[src/rtl/txn_commit_pkg.sv]
package txn_commit_pkg;
  typedef enum logic [1:0] {
    CB_IDLE = 2'd0,
    CB_REQ  = 2'd1,
    CB_SEND = 2'd2
  } cb_state_e;
endpackage

[src/rtl/cb_tag_list.sv]
module cb_tag_list #(
  parameter int TAG_W = 8,
  parameter int DEPTH = 4,
  localparam int IDX_W = (DEPTH > 1) ? $clog2(DEPTH) : 1,
  localparam int CNT_W = $clog2(DEPTH + 1)
) (
  input  logic             clk,
  input  logic             rst,
  input  logic             clear,
  input  logic             alloc,
  input  logic [TAG_W-1:0] lk_tag,
  output logic             hit,
  output logic [IDX_W-1:0] hit_idx,
  output logic [CNT_W-1:0] count,
  output logic             full,
  input  logic [IDX_W-1:0] rd_idx,
  output logic [TAG_W-1:0] rd_tag
);
  logic [TAG_W-1:0] tag_q [DEPTH];
  logic [CNT_W-1:0] cnt_q;
  logic [DEPTH-1:0] match;

  genvar gi;
  generate
    for (gi = 0; gi < DEPTH; gi++) begin : g_cmp
      assign match[gi] = (CNT_W'(gi) < cnt_q) && (tag_q[gi] == lk_tag);
    end
  endgenerate

  always_comb begin
    hit_idx = '0;
    for (int i = DEPTH - 1; i >= 0; i--) begin
      if (match[i]) hit_idx = IDX_W'(i);
    end
  end

  assign hit    = |match;
  assign count  = cnt_q;
  assign full   = (cnt_q == CNT_W'(DEPTH));
  assign rd_tag = tag_q[rd_idx];

  always_ff @(posedge clk) begin
    if (rst || clear) begin
      cnt_q <= '0;
    end else if (alloc && !full) begin
      tag_q[cnt_q[IDX_W-1:0]] <= lk_tag;
      cnt_q <= cnt_q + CNT_W'(1);
    end
  end
endmodule

[src/rtl/cb_data_ram.sv]
module cb_data_ram #(
  parameter int DATA_W = 16,
  parameter int DEPTH  = 4,
  localparam int IDX_W = (DEPTH > 1) ? $clog2(DEPTH) : 1
) (
  input  logic              clk,
  input  logic              wr_en,
  input  logic [IDX_W-1:0]  wr_addr,
  input  logic [DATA_W-1:0] wr_data,
  input  logic              rd_en,
  input  logic [IDX_W-1:0]  rd_addr,
  output logic [DATA_W-1:0] rd_data
);
  logic [DATA_W-1:0] mem [DEPTH];

  always_ff @(posedge clk) begin
    if (wr_en) mem[wr_addr] <= wr_data;
    if (rd_en) rd_data <= mem[rd_addr];
  end
endmodule

[src/rtl/cb_commit_fsm.sv]
module cb_commit_fsm
  import txn_commit_pkg::*;
#(
  parameter int DEPTH = 4,
  localparam int IDX_W = (DEPTH > 1) ? $clog2(DEPTH) : 1,
  localparam int CNT_W = $clog2(DEPTH + 1)
) (
  input  logic             clk,
  input  logic             rst,
  input  logic             tx_end,
  input  logic             discard,
  input  logic             cm_grant,
  input  logic             pk_ready,
  input  logic [CNT_W-1:0] count,
  output logic             idle,
  output logic             cm_req,
  output logic             pk_valid,
  output logic             pk_first,
  output logic             pk_last,
  output logic             commit_done,
  output logic             clear,
  output logic [IDX_W-1:0] beat_idx,
  output logic             rd_en,
  output logic [IDX_W-1:0] rd_addr
);
  cb_state_e        state_q;
  logic [IDX_W-1:0] beat_q;
  logic             valid_q;
  logic             done_q;
  logic             last_beat;
  logic             fire_last;

  assign last_beat = (CNT_W'(beat_q) == count - CNT_W'(1));

  always_comb begin
    rd_en     = 1'b0;
    rd_addr   = beat_q;
    fire_last = 1'b0;
    if (!discard) begin
      case (state_q)
        CB_REQ: if (cm_grant) begin
          rd_en   = 1'b1;
          rd_addr = '0;
        end
        CB_SEND: if (pk_ready) begin
          if (last_beat) fire_last = 1'b1;
          else begin
            rd_en   = 1'b1;
            rd_addr = beat_q + IDX_W'(1);
          end
        end
        default: ;
      endcase
    end
  end

  always_ff @(posedge clk) begin
    if (rst) begin
      state_q <= CB_IDLE;
      beat_q  <= '0;
      valid_q <= 1'b0;
      done_q  <= 1'b0;
    end else begin
      done_q <= 1'b0;
      if (discard) begin
        state_q <= CB_IDLE;
        valid_q <= 1'b0;
      end else begin
        case (state_q)
          CB_IDLE: if (tx_end) begin
            if (count == '0) done_q <= 1'b1;
            else state_q <= CB_REQ;
          end
          CB_REQ: if (cm_grant) begin
            state_q <= CB_SEND;
            valid_q <= 1'b1;
            beat_q  <= '0;
          end
          CB_SEND: if (pk_ready) begin
            if (last_beat) begin
              state_q <= CB_IDLE;
              valid_q <= 1'b0;
              done_q  <= 1'b1;
            end else begin
              beat_q <= beat_q + IDX_W'(1);
            end
          end
          default: state_q <= CB_IDLE;
        endcase
      end
    end
  end

  assign idle        = (state_q == CB_IDLE);
  assign cm_req      = (state_q == CB_REQ);
  assign pk_valid    = valid_q;
  assign pk_first    = valid_q && (beat_q == '0);
  assign pk_last     = valid_q && last_beat;
  assign commit_done = done_q;
  assign clear       = discard || fire_last;
  assign beat_idx    = beat_q;
endmodule

[src/rtl/txn_commit_buffer.sv]
module txn_commit_buffer #(
  parameter int TAG_W  = 8,
  parameter int DATA_W = 16,
  parameter int DEPTH  = 4
) (
  input  logic              clk,
  input  logic              rst,
  input  logic              st_valid,
  input  logic [TAG_W-1:0]  st_tag,
  input  logic [DATA_W-1:0] st_data,
  output logic              st_ready,
  output logic              st_overflow,
  input  logic              tx_end,
  input  logic              discard,
  output logic              cm_req,
  input  logic              cm_grant,
  output logic              pk_valid,
  input  logic              pk_ready,
  output logic [TAG_W-1:0]  pk_tag,
  output logic [DATA_W-1:0] pk_data,
  output logic              pk_first,
  output logic              pk_last,
  output logic              commit_done
);
  localparam int IDX_W = (DEPTH > 1) ? $clog2(DEPTH) : 1;
  localparam int CNT_W = $clog2(DEPTH + 1);

  logic             idle, clear, hit, full, st_acc, alloc, wr_en, rd_en;
  logic [IDX_W-1:0] hit_idx, beat_idx, rd_addr, wr_addr;
  logic [CNT_W-1:0] count;
  logic             ovf_q;

  assign st_acc  = st_valid && idle && !discard;
  assign alloc   = st_acc && !hit && !full;
  assign wr_en   = st_acc && (hit || !full);
  assign wr_addr = hit ? hit_idx : count[IDX_W-1:0];

  cb_tag_list #(.TAG_W(TAG_W), .DEPTH(DEPTH)) u_tags (
    .clk(clk), .rst(rst), .clear(clear), .alloc(alloc), .lk_tag(st_tag),
    .hit(hit), .hit_idx(hit_idx), .count(count), .full(full),
    .rd_idx(beat_idx), .rd_tag(pk_tag)
  );

  cb_data_ram #(.DATA_W(DATA_W), .DEPTH(DEPTH)) u_ram (
    .clk(clk), .wr_en(wr_en), .wr_addr(wr_addr), .wr_data(st_data),
    .rd_en(rd_en), .rd_addr(rd_addr), .rd_data(pk_data)
  );

  cb_commit_fsm #(.DEPTH(DEPTH)) u_fsm (
    .clk(clk), .rst(rst), .tx_end(tx_end), .discard(discard),
    .cm_grant(cm_grant), .pk_ready(pk_ready), .count(count),
    .idle(idle), .cm_req(cm_req), .pk_valid(pk_valid), .pk_first(pk_first),
    .pk_last(pk_last), .commit_done(commit_done), .clear(clear),
    .beat_idx(beat_idx), .rd_en(rd_en), .rd_addr(rd_addr)
  );

  always_ff @(posedge clk) begin
    if (rst || clear) ovf_q <= 1'b0;
    else if (st_acc && !hit && full) ovf_q <= 1'b1;
  end

  assign st_ready    = idle;
  assign st_overflow = ovf_q;
endmodule

[config.mk]
export PLATFORM = sky130hd
export DESIGN_NAME = txn_commit_buffer
export DESIGN_NICKNAME = d
export VERILOG_FILES = /design/src/rtl/txn_commit_pkg.sv /design/src/rtl/cb_tag_list.sv /design/src/rtl/cb_data_ram.sv /design/src/rtl/cb_commit_fsm.sv /design/src/rtl/txn_commit_buffer.sv
export SDC_FILE = /design/constraint.sdc
export NUM_CORES = 1
export LEC_CHECK = 0
export BUFFER_PORTS_ARGS = -buffer_cell sky130_fd_sc_hd__clkbuf_2
export CORE_MARGIN = 8
export CORE_UTILIZATION = 30
export DETAILED_ROUTE_END_ITERATION = 8
export REMOVE_ABC_BUFFERS = 1
export SLEW_MARGIN = 20
export SYNTH_ARGS = -nofsm -noshare
export SYNTH_HDL_FRONTEND = slang
export SYNTH_HIERARCHICAL = 1
export SYNTH_SLANG_ARGS = --single-unit
export TNS_END_PERCENT = 5
[constraint.sdc]
create_clock -name clk -period 6.7 [get_ports clk]
set_clock_uncertainty 0.2 [all_clocks]
set_input_delay 0 -clock clk [delete_from_list [all_inputs] [get_ports clk]]
set_output_delay 0 -clock clk [all_outputs]
set_load 0.03 [all_outputs]
; ---- Word level (Yosys, flattened, before mapping)
; Memories as Yosys holds them, arrays and structs flattened. A register that Yosys moved wholly into a read port is not among the register bits.
; Index checks and enable logic that the tools add are counted.
[classes]
n_mux = 38
order_cmp = 4
eq_ne = 13
n_reduce_logical = 27
addsub = 3
[ops]
columns = cell, n
row1 = $eq 8x8->1, 4
row2 = $mux 2, 15
row3 = $mux 1, 18
row4 = $logic_and 1x1->1, 13
row5 = $lt 1x3->1 const A, 2
row6 = $lt 2x3->1 const A, 2
row7 = $ne 2x2->1 const B, 3
row8 = $pmux 1 s2, 3
row9 = $pmux 2 s3, 1
row10 = $reduce_and 5->1, 1
row11 = $logic_not 2->1, 2
row12 = $ne 2x1->1 const B, 2
row13 = $pmux 2 s2, 1
row14 = $reduce_and 4->1, 1
row15 = $reduce_or 4->1, 1
row16 = $add 3x1->3 const B, 1
row17 = $eq 2x3->1, 1
row18 = $eq 3x3->1 const B, 1
row19 = $logic_not 1->1, 3
row20 = $logic_not 3->1, 1
row21 = $logic_or 1x1->1, 3
row22 = $sub 3x1->3 const B, 1
row23 = $add 2x1->2 const B, 1
row24 = $eq 2x1->1 const B, 1
row25 = 3 further kinds, 3
[totals]
n_memories = 2
regBits = 10
word_cells = 93
in_bits = 31
out_inout_bits = 31
mem_bits_rw = 96
[mem_list]
columns = memory, words, width, rd, rd_ports_with_merged_regs, write_ports, line
row1 = u_ram.mem, 4, 16, 1, 1, 1, cb_data_ram.sv:14  ; logic [DATA_W-1:0] mem [DEPTH];
row2 = u_tags.tag_q, 4, 8, 5, 1, 1, cb_tag_list.sv:19  ; logic [TAG_W-1:0] tag_q [DEPTH];

; ---- Depth between registers and ports, before layout
; Gate-level depths: netlist of the first run.
[depth]
ltp_word = 10
depth_mapped = 12
depth_no_buf = 11

; ---- By module
; The synthesis of the first run kept the hierarchy.
[modules_own_cells]
columns = module, instances, cells_each, area_each_um2, seq_area_each_um2
row1 = cb_data_ram, 1, 104, 2857.7, 2402.3
row2 = cb_tag_list, 1, 120, 1775.5, 1021.0
row3 = cb_commit_fsm, 1, 66, 519.2, 120.1
row4 = txn_commit_buffer, 1, 11, 93.8, 20.0

; ---- Least setup slack after synthesis of the first run
; OpenSTA, ideal clock, no wires.
[synth_path]
path_type = register to register
startpoint = mem u_tags.tag_q[0][5]
endpoint = mem u_ram.mem[0][0], enable pin
path_slack_ns = 3.116
synth_period_minus_slack_ns = 3.584
arrival_time_ns = 2.971
n_path_buf = 0
setup_ns = 0.413
path_stages_with_launch = 8
t_required_ns = 6.087
path_cell_list = edfxtp_1 > xor2_1 > nor4_1 > o311ai_1 > nor4_4 > nand3b_1 > mux2_1 > nor3b_1
[synth_lines]
columns = element, line
row1 = from (decl), cb_tag_list.sv:19
row2 = to (decl), cb_data_ram.sv:14

==> summary.txt, run 1 <==
Run status
  • Run status: complete, no violations

Timing
  • Finish-stage setup viols: 0
  • Hold violation total from the final report: 0
  • Post-layout minimum cycle time: 3.46 ns
  • Worst-margin pin slew: 0.980 ns
  • Final count of pins violating max slew: 0
  • Fmax: 289 MHz
  • Sum of negative setup slack: 0 ns
  • Relative max-transition margin: 34.7%
  • Final period utilization: 51.7%
  • Unrepaired setup endpoints after global routing: no
  • Hold slack: 0.165 ns
  • Final worst setup slack: 3.24 ns

Worst setup path
  • Critical Path Start Type: flop
  • Slowest-stage cell, CP: and3b_1
  • Worst endpoint data arrival time: 3.28 ns
  • Internal reg-to-reg setup slack: 3.24 ns
  • Maximum fanout count along the critical path: 16
  • Worst path max stage delay: 0.86 ns
  • Cell breakdown of the critical path: xor2_1, nor4_1, o311ai_1, nor4_4, nand3b_1, mux2_1, and3b_1
  • Path type of the worst setup path: reg2reg
  • Worst path required time: 6.52 ns
  • Element type at the critical path end: flop

Clocking
  • Clock transition time at the flip-flop clock pins of the worst setup and hold paths: 0.06 ns
  • Number of buffers added for setup after CTS: 0
  • Clock tree root driver cell: clkbuf_16
  • Clock latency on the worst-skew pair: 0.41 ns
  • Clock sink count: 122
  • CTS Hold Bufs: 32
  • Total number of H-tree levels: 4
  • Maximum count of clock buffers along a single path: 2
  • Quantity of gates resized following cts: 0
  • Clock tree from TritonCTS: built
  • Number of buffers inserted during clock tree synthesis: 17

Final layout
  • Number of filler cells placed in the layout: 1588
  • Antenna Diode Count: 0
  • Final core area utilization: 39.1%
  • Final net count: 447
  • Area growth syn-to-layout: 28.0%
  • Final Instance Count excl. Fillers: 643
  • Layout cell share with drive strength beyond 1: 28.5%

Floorplan
  • Die area: 22000 µm²
  • Total I/O pin count: 62
  • Die outline width: 148 µm
  • Die H: 148 µm
  • Core footprint: 17200 µm²
  • Initial Util: 30.5%
  • Std cell rows: 48

Global route
  • Largest net degree at the start of global routing: 17
  • Sum of overflow across all layers after global routing: 0
  • Number of antenna violations at the first check in global routing: 0
  • Wire length of the first global-routing pass: 17600 µm
  • Via count of the first global-routing pass: 3224
  • Total Routing Usage GR: 10.7%

Yosys
  • #FFs+latches synth: 122
  • Count of flip-flops with a built-in enable after synthesis: 112
  • Post-synth cell types: 49
  • Most frequent cells after synthesis: edfxtp_1, xor2_1, mux4_2
  • Sequential element share of the synthesized area: 67.9%
  • Most area-hungry cell type in the Yosys netlist: edfxtp_1
  • Post-synthesis async set-or-reset flop share: 0%
  • Synthesized area per cell: 17.4 µm²
  • YS warnings: 6
  • Most instantiated library cell after synthesis: edfxtp_1
  • Proportion of netlist area held by the largest area contributor: 64.1%
  • Primary FF master, synth: edfxtp_1
  • Post-synth design cell area: 5250 µm²
  • Gate count after technology mapping: 301
  • Top post-synthesis cells by area: edfxtp_1, mux4_2, dfxtp_1

Drt
  • Vias: 2993
  • Total wirelength of the detailed-routed design: 11400 µm
  • Initial DRC Count: 166
  • DRC violation count after routing: 0
  • Remaining number of nets flagged by the antenna check after routing: 0
  • Total iterations of the first detailed-routing run: 4
  • Vias per inst: 4.65
  • Average wire per standard cell: 17.7 µm

Placement
  • Weighted congestion reported at the end of routability-driven placement: 0.754
  • Count of input and output buffers: 61
  • Post-detailed-placement half-perimeter wirelength: 7320 µm
  • # placed instances: 580
  • Post-Place Setup Slack: 2.84 ns

Power
  • Worst supply voltage drop on vdd: 0.156 mV
  • Leakage: 2.32 nW
  • Ratio of total power to cell area: 274 nW/µm²

Flow run
  • Max_cap viols: 0

Min path
  • Worst min path class: in2reg
## worst paths after layout
path,startpoint,end,cells after the start
setup / recovery,u_tags/tag_q[0][5]$_DFFE_PP_,u_ram/mem[1][0]$_DFFE_PP_,7
hold reg to reg,u_fsm/state_q[1]$_SDFFE_PP0P_,u_fsm/state_q[1]$_SDFFE_PP0P_,2
setup reg to reg,u_tags/tag_q[0][5]$_DFFE_PP_,u_ram/mem[1][0]$_DFFE_PP_,7
hold / removal,st_data[2],u_ram/mem[2][2]$_DFFE_PP_,2
## critical path, delay by kind of cell (launching register included)
family | cells | cell delay [ns]
AO/OA/AOI/OAI | 1 | 0.21
flip-flops | 1 | 0.41
AND/OR/NAND/NOR | 4 | 1.67
XOR/XNOR | 1 | 0.18
multiplexers | 1 | 0.39
## routing by layer
| layer | up-vias | part of all wire [%] | track usage (%) |
|---|---|---|---|
| met4 | 0 | 1.7 | 5.15 |
| met2 | 63 | 50 | 17.5 |
| li1 | 1399 | - | - |
| met1 | 1520 | 43 | 12.4 |
| met3 | 11 | 4.7 | 3.56 |
| met5 | - | 0 | 0 |
## metrics by stage
stage | power, mW | instance area [µm²]
after floorplan | 0.885 | 5190
after global placement | 0.913 | 5790
after detailed placement | 0.915 | 5790
after CTS | 1.86 | 6710
after global routing | 1.90 | 6720
final | 1.84 | 6720
## sequential cells by signal (all words and copies together) (netlist names), 2 cells and up
name            cells
u_ram/mem          64
u_tags/tag_q       32
u_ram/rd_data      16
u_tags/count        3
u_fsm/beat_idx      2
u_fsm/state_q       2
## kinds of logic after synthesis
family / count (synthesis) / share of synthesized area, %
AO/OA/AOI/OAI: 20 / 2.65
XOR/XNOR: 36 / 6.01
adder cells (fa/ha/maj): 10 / 2.38
buffers and inverters: 19 / 1.88
flip-flops: 122 / 67.9
multiplexers: 28 / 11.5
AND/OR/NAND/NOR: 66 / 7.61
## where the power goes
part	internal [mW]	leakage [nW]	switching, mW
sequential	0.839	1.09	0.00284
combinational	0.0341	0.942	0.0378
clock	0.585	0.287	0.341
total	1.46	2.32	0.381
## cell type report
class                   count  area [µm²]  share of cell area (%)
flip-flops and latches    122        3560                    53.1
multi-input cells         160        1600                    23.8
repair buffers             94         633                    9.43
clock buffers              17         425                    6.34
well taps                 225         282                    4.19
clock inverters            14         169                    2.52
inverters                  11        41.3                   0.615
## cells in the final DEF (no fill, tap or decap), types with 7 or more instances in the layout
cell | synthesis | final
dfxtp_1 | 10 | 10
nor3_1 | 7 | 7
nand2_1 | 13 | 13
inv_1 | 11 | 11
clkbuf_16 | 0 | 17
xor2_1 | 22 | 22
mux4_2 | 18 | 18
dlygate4sd3_1 | 0 | 32
clkbuf_2 | 0 | 61
xnor2_1 | 14 | 14
edfxtp_1 | 112 | 112
ha_1 | 10 | 10
Power figures use the tool's default switching activity.
==> run 2: changes to the inputs <==
Clock period 6.7 ns to 3.6 ns, I/O delays scaled along.
==> run 2 against run 1 <==
Die area unchanged. Global-route usage down 0.27 points. Core utilization up 0.65 points. Register-to-register slack worse by 3.0 ns. Largest cell class unchanged.
==> summary.txt, run 2 (same netlist as run 1, synthesis figures left out) <==
Run status
  • Run status: complete, no violations

Clocking
  • Clock transition time at the flip-flop clock pins of the worst setup and hold paths: 0.06 ns
  • Number of buffers added for setup after CTS: 0
  • Maximum count of clock buffers along a single path: 2
  • Clock tree from TritonCTS: built
  • Clock latency on the worst-skew pair: 0.40 ns
  • Clock tree root driver cell: clkbuf_16
  • Number of buffers inserted during clock tree synthesis: 17
  • Total number of H-tree levels: 4
  • Clock sink count: 122

Drt
  • Initial DRC Count: 137
  • Vias per inst: 4.51
  • DRC violation count after routing: 0
  • Vias: 2954
  • Remaining number of nets flagged by the antenna check after routing: 0
  • Total wirelength of the detailed-routed design: 11000 µm
  • Average wire per standard cell: 16.7 µm
  • Total iterations of the first detailed-routing run: 4

Min path
  • Hold_sp: st_data[3]
  • Worst min path class: in2reg

Final layout
  • Max FFs per register: 64
  • Antenna Diode Count: 0
  • Area growth syn-to-layout: 30.1%
  • Commonest non-fill, non-tap cells in the layout: edfxtp_1, clkbuf_2, dlygate4sd3_1
  • Most frequent standard cell in the layout excluding fill and tap cells: edfxtp_1
  • Layout cell share with drive strength beyond 1: 30.2%
  • Final design instance area without fill: 6830 µm²
  • Final net count: 458
  • Final core area utilization: 39.7%
  • Register bank with the most flops: u_ram/mem

Timing
  • Post-layout minimum cycle time: 3.38 ns
  • Final count of pins violating max slew: 0
  • Sum of negative setup slack: 0 ns
  • Worst-margin pin slew: 0.519 ns
  • Hold violation total from the final report: 0
  • Finish-stage setup viols: 0
  • Relative max-transition margin: 65.1%
  • Fmax: 295 MHz
  • Final period utilization: 94.0%
  • Unrepaired setup endpoints after global routing: no

Placement
  • Count of input and output buffers: 61
  • Placed cell area: 5860 µm²
  • Post-detailed-placement half-perimeter wirelength: 7310 µm
  • Weighted congestion reported at the end of routability-driven placement: 0.752

Power
  • Ratio of total power to cell area: 511 nW/µm²
  • Worst supply voltage drop on vdd: 0.301 mV
  • Leakage: 2.40 nW

Floorplan
  • Die H: 148 µm
  • Initial Util: 30.5%
  • Std cell rows: 48
  • Die area: 22000 µm²
  • Core footprint: 17200 µm²
  • Die outline width: 148 µm
  • Total I/O pin count: 62

Worst setup path
  • Maximum fanout count along the critical path: 9
  • Element type at the critical path end: flop
  • Critical Path Start Type: flop
  • Worst reg2reg path startpoint: u_tags/count[0]$_SDFFE_PP0N_
  • Launching element of the worst setup path: u_tags/count[0]$_SDFFE_PP0N_
  • Worst path required time: 3.74 ns
  • Worst endpoint data arrival time: 3.53 ns
  • Path type of the worst setup path: reg2reg

Global route
  • Wire length of the first global-routing pass: 17300 µm
  • Via count of the first global-routing pass: 3209
  • Sum of overflow across all layers after global routing: 0
  • Largest net degree at the start of global routing: 17
  • Number of antenna violations at the first check in global routing: 0
  • Total Routing Usage GR: 10.4%

Flow run
  • Max_cap viols: 0
run 2: repair_timing:
item	in CTS	in global routing
endpoints found under the hold margin	106	0
gates resized for setup	0	3
setup endpoints to repair	0	24
hold buffers	34	0
run 2: layout make-up:
cell class,instances,area [µm²]
Fill cell,1602,10300
Sequential cell,122,3560
Multi-Input combinational cell,160,1600
Timing Repair Buffer,105,721
Clock buffer,19,433
Tap cell,225,282
Clock inverter,13,190
Inverter,11,41.3
run 2: worst paths after layout:
kind | to | slack (ns) | cells past startpoint
worst max register to register | u_fsm/beat_idx[1]$_SDFF_PP0_ | 0.22 | 8
worst min register to register | u_fsm/state_q[1]$_SDFFE_PP0P_ | 0.30 | 2
worst min-delay path | u_ram/mem[0][3]$_DFFE_PP_ | 0.15 | 2
worst max-delay path | u_fsm/beat_idx[1]$_SDFF_PP0_ | 0.22 | 8
run 2: where the power goes:
group | internal, mW | total, mW | switching [mW]
combinational | 0.0635 | 0.133 | 0.0697
clock | 1.17 | 1.79 | 0.621
sequential | 1.56 | 1.57 | 0.00521
run 2: routing by layer:
| metal | track usage, % | vias to the layer above | share of wire [%] |
|---|---|---|---|
| met3 | 3.74 | 10 | 4.7 |
| met1 | 12.2 | 1468 | 44 |
| met5 | 0 | - | 0 |
| met2 | 17.1 | 53 | 50 |
| li1 | - | 1423 | - |
| met4 | 3.98 | 0 | 1.5 |
run 2: metrics by stage:
step | hold slack [ns] | setup slack, ns | power (mW) | std cells
2_1_floorplan | -0.131 | 0.0162 | 1.65 | 293
3_3_place_gp | 0.0135 | 0.398 | 1.70 | 589
3_5_place_dp | 0.0232 | 0.229 | 1.70 | 589
4_1_cts | 0.141 | 0.180 | 3.53 | 655
5_1_grt | 0.142 | 0.00591 | 3.60 | 655
6_report | 0.150 | 0.215 | 3.49 | 655
run 2: worst max-delay path, cell delays in order (launching register included):
cell           delay [ns]
dfxtp_1              0.52
inv_1                0.11
ha_1                 0.32
xor2_1               0.16
and3_4               0.21
or4b_4               0.53
dlygate4sd3_1        0.56
a31oi_1              0.14
dlygate4sd3_1        0.56
